<file path="src/rtl/bus_xcvr_pkg.sv">
package bus_xcvr_pkg;
  typedef enum logic {
    SRC_LIVE   = 1'b0,
    SRC_STORED = 1'b1
  } src_sel_e;
endpackage

</file>
<file path="src/rtl/xcvr_store_reg.sv">
module xcvr_store_reg #(
  parameter int WIDTH = 8
) (
  input  logic             clk,
  input  logic             rst,
  input  logic             cap,
  input  logic [WIDTH-1:0] d,
  output logic [WIDTH-1:0] q
);

  always_ff @(posedge clk) begin
    if (rst)      q <= '0;
    else if (cap) q <= d;
  end

  AST_RST_CLEARS: assert property (@(posedge clk) rst |=> (q == '0));
  AST_CAPTURE_LOADS: assert property (@(posedge clk) disable iff (rst)
    cap |=> (q == $past(d)));
  AST_NO_CAP_HOLDS: assert property (@(posedge clk) disable iff (rst)
    !cap |=> $stable(q));

endmodule

</file>
<file path="src/rtl/xcvr_dir_lane.sv">
module xcvr_dir_lane
  import bus_xcvr_pkg::*;
#(
  parameter int WIDTH         = 8,
  parameter bit OE_ACTIVE_LOW = 1'b0
) (
  input  logic [WIDTH-1:0] live,
  input  logic [WIDTH-1:0] stored,
  input  logic             sel,
  input  logic             en_raw,
  output logic [WIDTH-1:0] out_data,
  output logic [WIDTH-1:0] out_oe
);

  logic             drive;
  logic [WIDTH-1:0] picked;

  generate
    if (OE_ACTIVE_LOW) begin : g_low
      assign drive = ~en_raw;
    end else begin : g_high
      assign drive = en_raw;
    end
  endgenerate

  assign picked   = (src_sel_e'(sel) == SRC_STORED) ? stored : live;
  assign out_data = drive ? picked : '0;
  assign out_oe   = {WIDTH{drive}};

endmodule

</file>
<file path="src/rtl/bus_xcvr_reg.sv">
module bus_xcvr_reg #(
  parameter int WIDTH = 8
) (
  input  logic             clk,
  input  logic             rst,
  input  logic [WIDTH-1:0] a_in,
  output logic [WIDTH-1:0] a_out,
  output logic [WIDTH-1:0] a_oe,
  input  logic [WIDTH-1:0] b_in,
  output logic [WIDTH-1:0] b_out,
  output logic [WIDTH-1:0] b_oe,
  input  logic             cap_a2b,
  input  logic             cap_b2a,
  input  logic             sel_a2b,
  input  logic             sel_b2a,
  input  logic             en_a2b,
  input  logic             en_b2a_n
);

  logic [WIDTH-1:0] reg_a2b;
  logic [WIDTH-1:0] reg_b2a;

  xcvr_store_reg #(.WIDTH(WIDTH)) u_reg_a2b (
    .clk(clk), .rst(rst), .cap(cap_a2b), .d(a_in), .q(reg_a2b)
  );

  xcvr_store_reg #(.WIDTH(WIDTH)) u_reg_b2a (
    .clk(clk), .rst(rst), .cap(cap_b2a), .d(b_in), .q(reg_b2a)
  );

  xcvr_dir_lane #(.WIDTH(WIDTH), .OE_ACTIVE_LOW(1'b0)) u_lane_a2b (
    .live(a_in), .stored(reg_a2b), .sel(sel_a2b), .en_raw(en_a2b),
    .out_data(b_out), .out_oe(b_oe)
  );

  xcvr_dir_lane #(.WIDTH(WIDTH), .OE_ACTIVE_LOW(1'b1)) u_lane_b2a (
    .live(b_in), .stored(reg_b2a), .sel(sel_b2a), .en_raw(en_b2a_n),
    .out_data(a_out), .out_oe(a_oe)
  );

  AST_ISOLATION_QUIET: assert property (@(posedge clk) disable iff (rst)
    (!en_a2b && en_b2a_n) |-> (a_oe == '0 && b_oe == '0));
  AST_B_OE_UNIFORM: assert property (@(posedge clk) disable iff (rst)
    ($countones(b_oe) == 0 || $countones(b_oe) == WIDTH));
  AST_A_OE_UNIFORM: assert property (@(posedge clk) disable iff (rst)
    ($countones(a_oe) == 0 || $countones(a_oe) == WIDTH));
  AST_B_IDLE_ZERO: assert property (@(posedge clk) disable iff (rst)
    (b_oe == '0) |-> (b_out == '0));
  AST_A_IDLE_ZERO: assert property (@(posedge clk) disable iff (rst)
    (a_oe == '0) |-> (a_out == '0));

endmodule

</file>
<file path="config.mk">
export PLATFORM = sky130hd
export DESIGN_NAME = bus_xcvr_reg
export DESIGN_NICKNAME = d
export VERILOG_FILES = /design/src/rtl/bus_xcvr_pkg.sv /design/src/rtl/xcvr_store_reg.sv /design/src/rtl/xcvr_dir_lane.sv /design/src/rtl/bus_xcvr_reg.sv
export SDC_FILE = /design/constraint.sdc
export NUM_CORES = 1
export LEC_CHECK = 0
export BUFFER_PORTS_ARGS = -buffer_cell sky130_fd_sc_hd__buf_4
export CAP_MARGIN = 15
export CORE_MARGIN = 2
export CORE_UTILIZATION = 38
export DETAILED_ROUTE_END_ITERATION = 12
export PLACE_DENSITY = 0.74
export SLEW_MARGIN = 20
export SYNTH_ARGS = -nofsm -noshare
export SYNTH_HDL_FRONTEND = slang
export SYNTH_HIERARCHICAL = 1
export SYNTH_SLANG_ARGS = --single-unit
</file>
<file path="constraint.sdc">
create_clock -name clk -period 0.8 [get_ports clk]
set_input_delay 0.08 -clock clk [delete_from_list [all_inputs] [get_ports clk]]
set_output_delay 0.08 -clock clk [all_outputs]
set_load 0.02 [all_outputs]
</file>
==> impl_metrics.yaml <==
synth:
  syn-instance-count: 104
  postSynthRegisterBits: 16
  yosys.area_share.xor_xnor: 0
  post_synth_and_or_nand_nor_area_fraction: 0.146
  post_synth_mux_area_share: 0.333
  adder_and_majority_gate_portion_of_the_synthesized_area: 0
  synth_area_per_cell_sq_um: 9.25
  synth_top_family_by_area: "multiplexers"
  yosysUniqueCellTypes: 9
  synth_compound_area_frac: 0
  ys_seq_area_frac: 0.333
  synthesis_warnings: 6
  synth_nets: 128
  mappedNetlistArea_sq_um: 962
timing:
  max_slew.worst_pin.slew_ns: 0.193
  finalHoldViolCount: 0
  fin_crit_sh: 1.30
  slew-limit-headroom: 0.871
  layout_min_cycle_time_ns: 1.04
  worst_hold_slack_ns: 0.0370
  grt_setup_unrepaired: "yes"
  clock_skew_ns: 0
  max_freq_mhz: 958
  setup_viol: 16
  final_critical_path_setup_slack_ns: -0.243
  finalMaxSlewViolations: 0
final_layout:
  syn_to_final_growth_pct: 33.2
  diodes: 0
  post_route_cells_drive_above_1_share: 0.479
  layout.nets: 165
  layout.cell_area.non_filler_sq_mm: 0.00128
  number_of_filler_cells_placed_in_the_layout: 226
  finish.utilization: 0.527
clocking:
  cts-root-buf: "clkbuf_4"
  cts.reportedPaths.clkPinSlew_ns: 0.10
  htree_levels: 1
  cts_tree: "built"
  cts_setup_buffers: 0
  clock_tree.buffer_depth: 2
  sinks_on_the_clock_net: 16
  cts_buffers: 3
  clock_insertion_delay_worst_skew_ns: 0.28
grt:
  grt_antenna_before_repair: 0
  grt_pass1_wl_um: 2780
  groute.usage.overall: 0.127
  vias_in_the_first_global_route: 649
  pin_count_of_the_biggest_net_entering_global_routing: 17
  globalRouteOverflowTotal: 0
drt:
  drtIter0Drc: 7
  routed_wl_um: 1870
  remaining_design_rule_violation_count: 0
  drtPass1Iterations: 4
  wl_met3_um: 231
  avgRoutedWirePerCell_um: 11.0
  route.met2.wl_um: 877
  final_antenna_net_count: 0
  m1WireLength_um: 763
  vias_post_dr: 775
  highest_layer: "met3"
  post_drt_via_cell_ratio: 4.56
placed_design:
  placement.cell_area_sq_mm: 0.00123
  io_buffers: 55
  gpl.final_weighted_congestion: 0.649
  detailed_place_hpwl_um: 1470
worst_setup_path:
  worstPathRequired_ns: 0.72
  cp_data_arrival_time_ns: 0.96
  startpoint_type: "flop"
  critPathMaxFanout: 2
  crit_path_capture_type: "output port"
  setup.worst_path.class: "reg -> out"
floorplanning:
  effective_utilization_at_floorplan: 0.396
  number_of_rows_in_the_core_area: 18
  die_w_um: 54.3
  die_h_um: 54.3
  die-area_sq_mm: 0.00295
  core_region_area_sq_mm: 0.00243
  i_o_pins: 56
power_and_ir_drop:
  power_density_mw_per_mm2: 1540
  report.power.total_w: 0.00197
  peak_supply_drop_mv: 1.00
  total_leakage_power_nw: 0.680
hold_path:
  hold_path_class: "in -> reg"
status:
  violated_checks: "setup timing"
  result_of_the_run: "finished with violations"
run:
  max_cap_viol_count: 0
-- worst max-delay path: stages (launching register included) --
cell and delay (ns):
dfxtp_1 0.32, mux2i_1 0.15, nor2_1 0.06, buf_4 0.15
-- synthesized netlist by cell type, drive strengths merged --
cell type	n	area, sq um
nor2	24	90.1
mux2i	32	320
inv	1	3.75
nor2b	8	50.1
buf	23	178
dfxtp	16	320
-- final timing paths --
path                            depth (start not counted)  slack (ns)                        start                           to
worst max register to register                          2        0.17  u_reg_a2b/q[6]$_SDFFE_PP0P_  u_reg_a2b/q[6]$_SDFFE_PP0P_
worst max-delay path                                    3       -0.24  u_reg_b2a/q[0]$_SDFFE_PP0P_                     a_out[0]
worst min-delay path                                    3        0.04                      a_in[2]  u_reg_a2b/q[2]$_SDFFE_PP0P_
worst min register to register                          2        0.50  u_reg_a2b/q[2]$_SDFFE_PP0P_  u_reg_a2b/q[2]$_SDFFE_PP0P_
-- final cells by class --
class                      count  area, sq um  share of cell area
clock buffer                   4         36.3              0.0283
multi-input combinational     64          460               0.359
tap                           30         37.5              0.0293
sequential                    16          330               0.258
inverter                       1         3.75             0.00293
timing repair buffer          55          413               0.322
-- placed cells by master (no fill, tap or decap) --
cell type / n
buf_4: 55
mux2i_1: 32
nor2_1: 24
nor2b_1: 8
dfxtp_2: 8
dfxtp_1: 8
clkbuf_4: 3
clkbuf_8: 1
inv_1: 1
-- metrics by stage --
stage | std cells | worst slack [ns] | TNS, ns
6_report | 170 | -0.243 | -3.56
2_1_floorplan | 104 | 0.0384 | 0
4_1_cts | 170 | -0.255 | -3.82
5_1_grt | 170 | -0.335 | -4.70
3_3_place_gp | 166 | 0.0580 | 0
3_5_place_dp | 166 | 0.0485 | 0
-- power breakdown --
group          leakage (nW)  internal, W  switching [W]
combinational         0.524     0.000279       0.000289
clock                0.0210     0.000277       0.000256
sequential            0.135     0.000848      0.0000227
-- routing by layer --
metal	GRT usage	vias to the layer above
met5	0	-
li1	-	394
met1	0.150	341
met3	0.0328	0
met2	0.225	40
met4	0.0375	0
-- logic make-up after synthesis --
kind of cell  after synthesis
simple gates               32
mux                        32
flops                      16
buf+inv                    24
-- repair_timing --
| item | CTS | global route |
|---|---|---|
| resized for setup | 8 | 0 |
| hold buffers | 0 | 0 |
| setup endpoints to repair | 16 | 16 |
-- state kept, by name, indices dropped and copies added, names as in the netlist --
register / cells
u_reg_b2a/q: 8
u_reg_a2b/q: 8
(Power assumes the default switching activity.)
